**src/rtl/irqc_pkg.sv**
```systemverilog
package irqc_pkg;

    localparam int SRC_N = 7;
    localparam int REG_W = SRC_N + 1;

    typedef logic [SRC_N-1:0] src_vec_t;

    typedef enum int {
        SRC_LINE_A2  = 0,
        SRC_LINE_A1  = 1,
        SRC_SHIFTER  = 2,
        SRC_LINE_B2  = 3,
        SRC_LINE_B1  = 4,
        SRC_TIMER_2  = 5,
        SRC_TIMER_1  = 6
    } src_pos_e;

    typedef struct packed {
        src_vec_t flags;
        src_vec_t enables;
    } irqc_state_t;

endpackage

```
**src/rtl/irqc_decode.sv**
```systemverilog
module irqc_decode #(
    parameter int          ADDR_W    = 4,
    parameter logic [3:0]  FLAG_OFS  = 4'hD,
    parameter logic [3:0]  ENA_OFS   = 4'hE,
    parameter logic [3:0]  SHIFT_OFS = 4'hA
) (
    input  logic              wr_en,
    input  logic              rd_en,
    input  logic [ADDR_W-1:0] addr,
    output logic              flag_wr,
    output logic              flag_rd,
    output logic              ena_wr,
    output logic              ena_rd,
    output logic              shift_touch
);
    localparam logic [ADDR_W-1:0] FLAG_A  = ADDR_W'(FLAG_OFS);
    localparam logic [ADDR_W-1:0] ENA_A   = ADDR_W'(ENA_OFS);
    localparam logic [ADDR_W-1:0] SHIFT_A = ADDR_W'(SHIFT_OFS);

    always_comb begin
        flag_wr     = wr_en && (addr == FLAG_A);
        flag_rd     = rd_en && (addr == FLAG_A);
        ena_wr      = wr_en && (addr == ENA_A);
        ena_rd      = rd_en && (addr == ENA_A);
        shift_touch = (wr_en || rd_en) && (addr == SHIFT_A);
    end
endmodule

```
**src/rtl/irqc_flag_next.sv**
```systemverilog
module irqc_flag_next
    import irqc_pkg::*;
#(
    parameter int SHIFT_BIT = SRC_SHIFTER
) (
    input  src_vec_t cur,
    input  src_vec_t set_req,
    input  src_vec_t clr_req,
    input  logic     flag_wr,
    input  src_vec_t wbits,
    input  logic     shift_touch,
    output src_vec_t nxt
);
    for (genvar i = 0; i < SRC_N; i++) begin : g_bit
        logic kill;
        always_comb begin
            kill = clr_req[i] || (flag_wr && wbits[i]);
            if (i == SHIFT_BIT) begin
                kill = kill || shift_touch;
            end
            nxt[i] = set_req[i] || (cur[i] && !kill);
        end
    end
endmodule

```
**src/rtl/irqc_enable_next.sv**
```systemverilog
module irqc_enable_next
    import irqc_pkg::*;
(
    input  src_vec_t cur,
    input  logic     ena_wr,
    input  logic     set_mode,
    input  src_vec_t wbits,
    output src_vec_t nxt
);
    for (genvar i = 0; i < SRC_N; i++) begin : g_bit
        always_comb begin
            if (ena_wr && wbits[i]) begin
                nxt[i] = set_mode;
            end else begin
                nxt[i] = cur[i];
            end
        end
    end
endmodule

```
**src/rtl/irq_flag_ctrl.sv**
```systemverilog
module irq_flag_ctrl
    import irqc_pkg::*;
#(
    parameter int         ADDR_W    = 4,
    parameter logic [3:0] FLAG_OFS  = 4'hD,
    parameter logic [3:0] ENA_OFS   = 4'hE,
    parameter logic [3:0] SHIFT_OFS = 4'hA
) (
    input  logic              clk,
    input  logic              rst_n,
    input  logic              wr_en,
    input  logic              rd_en,
    input  logic [ADDR_W-1:0] addr,
    input  logic [REG_W-1:0]  wdata,
    output logic [REG_W-1:0]  rdata,
    input  logic [SRC_N-1:0]  set_req,
    input  logic [SRC_N-1:0]  clr_req,
    output logic              irq
);
    localparam int MODE_BIT = REG_W - 1;

    irqc_state_t st_d, st_q;
    logic        flag_wr, flag_rd, ena_wr, ena_rd, shift_touch;
    src_vec_t    flag_nxt, ena_nxt, flag_q, ena_q, live;

    irqc_decode #(
        .ADDR_W   (ADDR_W),
        .FLAG_OFS (FLAG_OFS),
        .ENA_OFS  (ENA_OFS),
        .SHIFT_OFS(SHIFT_OFS)
    ) u_dec (
        .wr_en      (wr_en),
        .rd_en      (rd_en),
        .addr       (addr),
        .flag_wr    (flag_wr),
        .flag_rd    (flag_rd),
        .ena_wr     (ena_wr),
        .ena_rd     (ena_rd),
        .shift_touch(shift_touch)
    );

    irqc_flag_next #(.SHIFT_BIT(SRC_SHIFTER)) u_flag (
        .cur        (st_q.flags),
        .set_req    (set_req),
        .clr_req    (clr_req),
        .flag_wr    (flag_wr),
        .wbits      (wdata[SRC_N-1:0]),
        .shift_touch(shift_touch),
        .nxt        (flag_nxt)
    );

    irqc_enable_next u_ena (
        .cur     (st_q.enables),
        .ena_wr  (ena_wr),
        .set_mode(wdata[MODE_BIT]),
        .wbits   (wdata[SRC_N-1:0]),
        .nxt     (ena_nxt)
    );

    always_comb begin
        st_d         = st_q;
        st_d.flags   = flag_nxt;
        st_d.enables = ena_nxt;
    end

    always_ff @(posedge clk or negedge rst_n) begin
        if (!rst_n) begin
            st_q <= '0;
        end else begin
            st_q <= st_d;
        end
    end

    assign flag_q = st_q.flags;
    assign ena_q  = st_q.enables;
    assign live   = st_q.flags & st_q.enables;
    assign irq    = |live;

    always_comb begin
        rdata = '0;
        if (flag_rd) begin
            rdata = {(|live), st_q.flags};
        end else if (ena_rd) begin
            rdata = {1'b1, st_q.enables};
        end
    end
endmodule

```
**config.mk**
```make
export PLATFORM = sky130hd
export DESIGN_NAME = irq_flag_ctrl
export DESIGN_NICKNAME = d
export VERILOG_FILES = /design/src/rtl/irqc_pkg.sv /design/src/rtl/irqc_decode.sv /design/src/rtl/irqc_flag_next.sv /design/src/rtl/irqc_enable_next.sv /design/src/rtl/irq_flag_ctrl.sv
export SDC_FILE = /design/constraint.sdc
export NUM_CORES = 1
export LEC_CHECK = 0
export BUFFER_PORTS_ARGS = -buffer_cell sky130_fd_sc_hd__buf_4
export CAP_MARGIN = 40
export CORE_MARGIN = 10
export CORE_UTILIZATION = 44
export CTS_CLUSTER_DIAMETER = 120
export CTS_CLUSTER_SIZE = 20
export DETAILED_ROUTE_END_ITERATION = 8
export MAX_ROUTING_LAYER = met4
export PLACE_DENSITY = 0.77
export SLEW_MARGIN = 15
export SYNTH_ARGS = -nofsm -noshare
export SYNTH_HDL_FRONTEND = slang
export SYNTH_SLANG_ARGS = --single-unit
```
**constraint.sdc**
```tcl
create_clock -name clk -period 1.15 [get_ports clk]
set_input_delay 0 -clock clk [delete_from_list [all_inputs] [get_ports clk]]
set_output_delay 0 -clock clk [all_outputs]
set_load 0.01 [all_outputs]
```
# Word level (Yosys, flattened, before mapping)
# Cells that the tools add are included.
# Widths: inputs -> output; s select.
dict set report word_totals {
  wordCells 64
  regBits 14
  input_bits 30
  out_inout_bits 9
}
dict set report classes {
  bitwise_logic 1
  n_mux 2
  eq_ne 3
  reduce_logical 50
}
# cell n
set ops {}
lappend ops {{$logic_and 1x1->1} 26}
lappend ops {{$logic_or 1x1->1} 16}
lappend ops {{$mux 8} 2}
lappend ops {{$eq 4x4->1 const B} 3}
lappend ops {{$and 7x7->7} 1}
lappend ops {{$logic_not 1->1} 7}
lappend ops {{$reduce_or 7->1} 1}

# Depth between registers and ports, before layout
# Gate-level depths: netlist (run 1).
dict set report depth {
  word_depth 8
  mapped_depth 5
  ltp_nobuf 3
}

# Modules after synthesis
# From an unflattened synthesis (run 1), not the netlist that was laid out.
dict set report hier_totals {
  cells_unflattened 75
  area_unflattened_um2 757.0
}
# mod instances cells_per_inst area_each_um2
set modules_own_cells {}
lappend modules_own_cells {irq_flag_ctrl 1 31 475.5}
lappend modules_own_cells {irqc_flag_next 1 20 112.6}
lappend modules_own_cells {irqc_enable_next 1 14 105.1}
lappend modules_own_cells {irqc_decode 1 10 63.8}

# Worst setup path after synthesis (run 1)
# Ideal clock, no wire load.
dict set report synth_timing {
  path_kind {reg-to-output}
  from {register st_q, in the netlist flag_q[6]}
  to {output port rdata[7]}
  required_time_ns 1.150
  slack_ns 0.039
  n_path_buf 0
  arrival_time_ns 1.111
  path_stages_with_launch 4
  cell_sequence {dfrtp_1 -> a222oi_1 -> nand3_1 -> a21o_1}
}
dict set report synth_between {
  elab_chain_cells 3
}
# item line_no
set synth_lines {}
lappend synth_lines {{start: declaration} irq_flag_ctrl.sv:22} ;# irqc_state_t st_d, st_q;
lappend synth_lines {{start signal: assignment} irq_flag_ctrl.sv:70} ;# st_q <= st_d;
lappend synth_lines {{$and 7x7->7} irq_flag_ctrl.sv:76} ;# assign live = st_q.flags & st_q.enables;
lappend synth_lines {{$reduce_or 7->1} --}
lappend synth_lines {{via irq} irq_flag_ctrl.sv:18} ;# output logic irq
lappend synth_lines {{$mux 8} irq_flag_ctrl.sv:81} ;# if (flag_rd) begin
lappend synth_lines {{end: declaration} irq_flag_ctrl.sv:15} ;# output logic [REG_W-1:0] rdata,
# The timed path passes the listed nets, and every way through them passes these cells.

# Worst setup path in the final report (run 1)
dict set report layout_timing {
  from {register st_q, in the netlist flag_q[6]}
  to {output port rdata[7]}
}
dict set report layout_between {
  elab_chain_cells 3
}
# item line_no
set layout_lines {}
lappend layout_lines {{$and 7x7->7} irq_flag_ctrl.sv:76}
lappend layout_lines {{$reduce_or 7->1} irq_flag_ctrl.sv:82} ;# rdata = {(|live), st_q.flags};
lappend layout_lines {{$mux 8} irq_flag_ctrl.sv:81}
# Every way passes these cells.

==> insert_results.sql, run 1 <==
INSERT INTO impl_metrics (metric_group, metric, value, unit) VALUES
('global_routing', 'maximum_number_of_pins_on_one_net_before_global_route_repair', '15', ''),
('synth', 'ys_seq_area_share', '42.94', '%'),
('floorplanning', 'dieArea', '3977', 'sq um'),
('setup_path', 'timing_worst_setup_path_type', 'flop to primary output', ''),
('route', 'route.vias.total', '817', ''),
('place', 'routabilityCongestion', '0.7959', ''),
('global_routing', 'grt_use_total', '13.52', '%'),
('synth', 'yosysTopAreaCellShare', '42.94', '%'),
('power', 'worst_ir_drop_vdd', '0.0006807', 'V'),
('sta', 'final.setup.tns', '-0.6001', 'ns'),
('route', 'ant_nets', '0', ''),
('cells_and_area', 'flow.area_growth_from_synthesis', '65.18', '%'),
('setup_path', 'crit_path_arrival_time', '1.46', 'ns'),
('place', 'hpwl_after_dpl', '1847', 'microns'),
('power', 'static_leakage_power', '0.6597', 'nW'),
('synth', 'ys_ff_latch', '14', ''),
('clock_tree', 'worstSkewPairLatency', '0.29', 'ns'),
('floorplanning', 'coreArea', '1745', 'sq um'),
('floorplanning', 'vertical_die_dimension', '63.06', 'microns'),
('global_routing', 'globalRouteOverflowTotal', '0', ''),
('status', 'outcome', 'complete, but fails checks', ''),
('sta', 'hold-worst-slack', '0.02220', 'ns'),
('synth', 'ys_top_cells_by_area', 'dfrtp_1 43%, nand3_1 8.0%, a22o_1 7.5%, a31o_2 6.4%, mux2_2 5.5%', ''),
('setup_path', 'critical_path.startpoint_type', 'flop', ''),
('place', 'dp.cells', '142', ''),
('sta', 'max_clock_freq', '0.6828', 'GHz'),
('sta', 'finalHoldViolations', '0', ''),
('cells_and_area', 'final_nets', '164', ''),
('clock_tree', 'clock_tree_buffer_depth', '2', ''),
('sta', 'finalMaxSlewViolations', '0', ''),
('route', 'routed_wire_length_per_instance', '16.49', 'microns'),
('synth', 'postSynthNetCount', '105', ''),
('clock_tree', 'clock_pin_slew_of_the_registers_on_the_worst_case_setup_and_hold_paths', '0.09', 'ns'),
('floorplanning', 'ios', '39', ''),
('power', 'power.density_cell_area', '1028', 'nW/um^2'),
('sta', 'post_route_fraction_of_the_period_consumed_by_the_critical_path', '127.4', '%'),
('setup_path', 'crit_fanout', '2', ''),
('cells_and_area', 'drive_gt1_share', '54.14', '%'),
('synth', 'syn-mean-instance-area', '10.88', 'sq um'),
('sta', 'final_period_minus_worst_setup_slack', '1.465', 'ns'),
('sta', 'setup_repair_after_global_routing_missed_its_margin', 'true', ''),
('route', 'first_pass_iters', '4', ''),
('global_routing', 'grt_pass1_vias', '850', ''),
('floorplanning', 'die_width', '63.06', 'microns'),
('cells_and_area', 'num_antenna_cells', '0', ''),
('hold_path', 'hold_class', 'primary input to flop', ''),
('cells_and_area', 'finish.instance_area', '1348', 'sq um'),
('route', 'routed_via_density', '5.171', ''),
('sta', 'timing.max_slew.rel_slack', '74.09', '%'),
('place', 'port-buffer-count', '38', ''),
('global_routing', 'antenna_found_initial', '0', ''),
('synth', 'synth.lib_cells_used.distinct', '19', ''),
('clock_tree', 'cts_max_level', '1', ''),
('synth', 'synth.cell_area', '815.8', 'sq um'),
('global_routing', 'global_route_wire_length_before_repair', '4236', 'microns'),
('synth', 'synthesis.yosys.warnings', '0', ''),
('clock_tree', 'cts_inserted_buffers', '3', ''),
('floorplanning', 'rows', '15', ''),
('synth', 'post_synth_inst_count', '75', ''),
('clock_tree', 'ctsRootBufferMaster', 'clkbuf_4', ''),
('job', 'timing.max_cap.violations', '0', ''),
('cells_and_area', 'instances_no_fill', '158', ''),
('setup_path', 'worst_setup_path_end_kind', 'primary output', ''),
('synth', 'netlist.top_cell.by_area', 'dfrtp_1', ''),
('sta', 'tightest_slew', '0.3869', 'ns'),
('route', 'detail_route.iter0.violations', '24', ''),
('route', 'routed_wirelength', '2605', 'microns'),
('sta', 'worst_path_setup_slack_after_routing', '-0.3147', 'ns'),
('sta', 'setup-violations-final', '4', ''),
('clock_tree', 'clock_tree_from_tritoncts', 'yes', ''),
('power', 'totalPowerFinal', '1.386', 'mW'),
('sta', 'worst_clock_skew', '0', 'ns'),
('status', 'failed_checks', 'setup timing', ''),
('route', 'drt_drc_violations_left', '0', ''),
('place', 'placement.cell_area', '1166', 'sq um'),
('setup_path', 'worst-endpoint-required', '1.15', 'ns'),
('clock_tree', 'clock-sinks', '14', ''),
('floorplanning', 'initial_utilization', '46.74', '%');
final timing paths:
path                                  from   endpoint  slack, ns  cells past startpoint
worst max-delay path             flag_q[6]   rdata[7]      -0.31                      4
worst min-delay path            clr_req[4]  flag_q[4]       0.02                      3
worst max register to register    ena_q[6]   ena_q[6]       0.16                      3
worst min register to register   flag_q[5]  flag_q[5]       0.55                      1
max in group asynchronous            rst_n   ena_q[4]       0.88                      2
min in group asynchronous            rst_n   ena_q[1]       0.09                      2
synthesized netlist by cell type:
master and number:
dfrtp_1 14, nand3_1 13, inv_1 8, a22o_1 7, a31o_2 6, mux2_2 4, nor2b_1 4, buf_2 3
mux2_4 3, nand3_2 3, a22oi_1 2, a21o_1 1, a222oi_1 1, a41o_1 1, and3_1 1, buf_12 1
buf_4 1, buf_6 1, o2111ai_1 1
report_power, final:
group	internal [mW]	total, mW	leakage, nW	switching (mW)
clock network	0.193	0.366	0.0210	0.173
registers	0.557	0.608	0.165	0.0507
logic	0.275	0.412	0.474	0.136
total	1.03	1.39	0.660	0.360
routing by layer:
layer	track usage [%]	part of all wire, %
met5	-	0
met1	15.41	42
met3	5.124	6.0
met4	2.514	0.73
met2	22.21	51
flip-flops by register name (all words and copies together), names as in the netlist:
signal / flops
ena_q: 7
flag_q: 7
metrics by stage:
stage	worst slack, ns	util, %
2_1_floorplan	0.03875	-
3_3_place_gp	-0.04357	66.81
3_5_place_dp	-0.03796	66.81
4_1_cts	-0.3272	77.06
5_1_grt	-0.4135	77.20
6_report	-0.3147	77.20
cell usage in the layout (no fill, tap or decap), drive strengths merged:
master and count:
buf 51, dfrtp 14, o2111ai 1, nor2b 4
dlygate4sd3 9, and3 1, a222oi 1, inv 8
a21o 1, nand3 16, a22o 7, a41o 1
a31o 6, a22oi 2, mux2 7, clkbuf 4
area by class of cell:
class	count	area (sq um)
Timing Repair Buffer	60	515.5
Fill cell	132	397.9
Multi-Input combinational cell	47	384.1
Sequential cell	14	350.3
Clock buffer	4	36.28
Tap cell	25	31.28
Inverter	8	30.03
logic make-up (layout without fill, tap and decap cells):
family / after synthesis / count (layout) / share of synthesized area, %
AOI/OAI and AO/OA: 19 / 19 / 20.25
DFF: 14 / 14 / 42.95
muxes: 7 / 7 / 11.04
and+or+nand+nor: 21 / 21 / 15.49
buffers and inverters: 14 / 72 / 10.28
critical path, stage by stage, from the launching register on:
cell and delay (ns):
dfrtp_1 0.40, a222oi_1 0.34, nand3_1 0.14, a21o_1 0.18, buf_6 0.12
timing repair:
action,CTS,global route
buffers inserted,3,3
pin swaps,4,3
hold buffers,9,0
hold endpoints to repair,23,0
endpoints found under the setup margin,5,9
resized for setup,8,2
Note: power is estimated with default switching activity, not from simulation.
==> inputs of run 2 (changes only) <==
ABC_AREA = 1   (was not set)
CORE_UTILIZATION = 45   (was 44)
clock period = 1.6 ns   (was 1.15 ns; I/O delays follow)
==> run 2 against run 1 <==
Against the previous run: synthesized cell count rose by 68%; non-clock buffer count decreased by 6; worst hold slack got worse by 0.010 ns; final area shrank 1.7%; worst setup slack improved by 0.60 ns; the run now ends clean; critical path type is now primary input to flop; total power is 36% lower; final cell count rose by 30%; largest cell class unchanged; clock-buffer cell count down 1.
==> insert_results.sql, run 2 <==
INSERT INTO impl_metrics (metric_group, metric, value, unit) VALUES
('route', 'route.vias.total', '986', ''),
('global_routing', 'global_route_wire_length_before_repair', '4422', 'microns'),
('cells_and_area', 'layout.cells.most_common', 'nand2_1', ''),
('hold_path', 'hold_class', 'primary input to flop', ''),
('place', 'port-buffer-count', '38', ''),
('synth', 'synth.cell_area', '849.6', 'sq um'),
('global_routing', 'grt_pass1_vias', '1014', ''),
('hold_path', 'hold_path_end', 'ena_q[0]', ''),
('synth', 'ys_seq_area_share', '41.24', '%'),
('clock_tree', 'clock_pin_slew_of_the_registers_on_the_worst_case_setup_and_hold_paths', '0.08', 'ns'),
('hold_path', 'hold_path.startpoint', 'wdata[0]', ''),
('synth', 'ys_ff_latch', '14', ''),
('sta', 'timing.max_slew.rel_slack', '62.33', '%'),
('synth', 'postSynthNetCount', '156', ''),
('route', 'ant_nets', '0', ''),
('setup_path', 'crit_path_arrival_time', '1.48', 'ns'),
('sta', 'final.setup.tns', '0', 'ns'),
('floorplanning', 'rows', '15', ''),
('sta', 'worst_clock_skew', '0', 'ns'),
('synth', 'yosysTopAreaCellShare', '41.24', '%'),
('power', 'worst_ir_drop_vdd', '0.0004997', 'V'),
('global_routing', 'antenna_found_initial', '0', ''),
('synth', 'syn-mean-instance-area', '6.743', 'sq um'),
('floorplanning', 'dieArea', '4026', 'sq um'),
('setup_path', 'critical_path.startpoint_type', 'primary input', ''),
('cells_and_area', 'layout.cells.most_common_list', '44 x nand2_1, 38 x buf_4, 29 x nand3_1, 20 x inv_1, 16 x dlygate4sd3_1', ''),
('setup_path', 'reg2reg_setup_slack', '0.34', 'ns'),
('synth', 'netlist.top_cell.by_area', 'dfrtp_1', ''),
('global_routing', 'maximum_number_of_pins_on_one_net_before_global_route_repair', '16', ''),
('route', 'routed_wire_length_per_instance', '12.72', 'microns'),
('place', 'hpwl_after_dpl', '1868', 'microns'),
('global_routing', 'globalRouteOverflowTotal', '0', ''),
('synth', 'ys_top_cells_by_area', 'dfrtp_1 41%, nand2_1 19%, nand3_1 17%, inv_1 8.8%, o21ai_0 2.9%', ''),
('setup_path', 'worstReg2RegEnd', 'flag_q[2]', ''),
('floorplanning', 'initial_utilization', '48.16', '%'),
('hold_path', 'worstHoldPathCells', '3', ''),
('clock_tree', 'cts_max_level', '1', ''),
('clock_tree', 'clock_tree_from_tritoncts', 'yes', ''),
('setup_path', 'timing_worst_setup_path_type', 'primary input to flop', ''),
('clock_tree', 'cts_inserted_buffers', '3', ''),
('setup_path', 'r2r_start', 'flag_q[2]', ''),
('synth', 'ys_async_sr_fraction', '100.0', '%'),
('sta', 'setup-violations-final', '0', ''),
('clock_tree', 'worstSkewPairLatency', '0.28', 'ns'),
('setup_path', 'worstRegToRegCells', '5', ''),
('sta', 'tightest_slew', '0.5626', 'ns'),
('sta', 'finalHoldViolations', '0', ''),
('route', 'first_pass_iters', '4', ''),
('route', 'routed_wirelength', '2608', 'microns'),
('place', 'routabilityCongestion', '0.8025', ''),
('route', 'routed_via_density', '4.810', ''),
('synth', 'count_of_flip_flops_with_a_built_in_enable_after_synthesis', '0', ''),
('synth', 'yosys_most_used_dff', 'dfrtp_1', ''),
('power', 'totalPowerFinal', '891.6', 'uW'),
('setup_path', 'worst_setup_path_end_kind', 'flop', ''),
('floorplanning', 'die_width', '63.45', 'microns'),
('sta', 'finalMaxSlewViolations', '0', ''),
('job', 'timing.max_cap.violations', '0', ''),
('synth', 'synthesis.yosys.warnings', '0', ''),
('global_routing', 'grt_use_total', '13.68', '%'),
('clock_tree', 'ctsRootBufferMaster', 'clkbuf_4', ''),
('clock_tree', 'clock-sinks', '14', ''),
('setup_path', 'crit_fanout', '7', ''),
('route', 'drt_drc_violations_left', '0', ''),
('cells_and_area', 'num_antenna_cells', '0', ''),
('setup_path', 'worst-endpoint-required', '1.77', 'ns'),
('synth', 'post_synth_inst_count', '126', ''),
('place', 'dp.cells', '186', ''),
('cells_and_area', 'final_nets', '212', ''),
('sta', 'setup_repair_after_global_routing_missed_its_margin', 'false', ''),
('power', 'power.density_cell_area', '672.9', 'nW/um^2'),
('cells_and_area', 'flow.area_growth_from_synthesis', '55.96', '%'),
('synth', 'synth.cells.most_frequent', '44 x nand2_1, 29 x nand3_1, 20 x inv_1, 14 x dfrtp_1', ''),
('sta', 'post_route_fraction_of_the_period_consumed_by_the_critical_path', '81.91', '%'),
('cells_and_area', 'fillerInstances', '162', ''),
('floorplanning', 'vertical_die_dimension', '63.45', 'microns'),
('route', 'detail_route.iter0.violations', '40', ''),
('clock_tree', 'clock_tree_buffer_depth', '2', ''),
('floorplanning', 'ios', '39', ''),
('cells_and_area', 'instances_no_fill', '205', ''),
('synth', 'yosysMostFrequentCell', 'nand2_1', ''),
('cells_and_area', 'drive_gt1_share', '25.00', '%'),
('sta', 'max_clock_freq', '0.7630', 'GHz'),
('synth', 'synth.lib_cells_used.distinct', '14', ''),
('clock_tree', 'post-cts-setup-buffers', '0', ''),
('power', 'static_leakage_power', '0.7252', 'nW'),
('status', 'outcome', 'finished clean', ''),
('floorplanning', 'coreArea', '1764', 'sq um'),
('sta', 'final_period_minus_worst_setup_slack', '1.311', 'ns');
run 2: timing repair:
action                    4_1_cts  5_1_grt
hold buffers                   16        0
resized for setup               0        0
hold endpoints to repair       22        0
run 2: logic make-up (layout without fill, tap and decap cells):
group,count (synthesis),count (layout),synth area share (%)
simple gates,82,82,43.01
buf+inv,23,77,11.63
flops,14,14,41.24
compound gates,7,7,4.123
run 2: per-layer routing:
metal,track usage [%],vias to the layer above,share of wire (%)
li1,-,502,-
met1,14.03,434,40
met2,23.87,45,51
met3,3.887,5,7.6
met4,5.738,0,1.6
met5,-,-,0
run 2: how the worst max path moves through the flow:
| stage | start | endpoint | slack [ns] |
|---|---|---|---|
| 6_report | addr[1] | flag_q[0] | 0.29 |
| 3_5_place_dp | addr[1] | flag_q[1] | 0.55 |
| 5_1_grt | flag_q[4] | rdata[7] | 0.22 |
| 3_3_place_gp | addr[1] | flag_q[3] | 0.61 |
| 4_1_cts | flag_q[4] | rdata[7] | 0.33 |
| 2_1_floorplan | flag_q[4] | rdata[7] | 0.79 |
run 2: cell type report:
cell class	instances	area, sq um	share of cell area, %
clock buffer	3	22.52	1.700
inverter	20	75.07	5.666
multi-input combinational	89	400.4	30.22
sequential	14	350.3	26.44
tap	25	31.28	2.361
timing repair buffer	54	445.4	33.62
run 2: through the flow:
stage | area, sq um | hold WS (ns) | worst slack [ns] | utilization (%)
floorplan | 849.6 | -0.2956 | 0.7937 | -
global placement | 1142 | -0.1404 | 0.6104 | 64.75
detailed placement | 1142 | -0.1369 | 0.5461 | 64.75
CTS | 1325 | 0.004028 | 0.3308 | 75.11
global route | 1325 | 0.01590 | 0.2240 | 75.11
finish | 1325 | 0.01220 | 0.2894 | 75.11
run 2: power breakdown:
| group | internal (mW) | total, mW | switching, mW |
|---|---|---|---|
| sequential | 0.399 | 0.436 | 0.0374 |
| clock | 0.0876 | 0.209 | 0.122 |
| combinational | 0.134 | 0.246 | 0.112 |
run 2: worst max-delay path, stage by stage:
cell and delay, ns:
buf_4 0.11, inv_1 0.04, nand2_1 0.07, nor2_1 0.40
nand3_1 0.14, nand3_1 0.11, nand2_1 0.06, dlygate4sd3_1 0.55
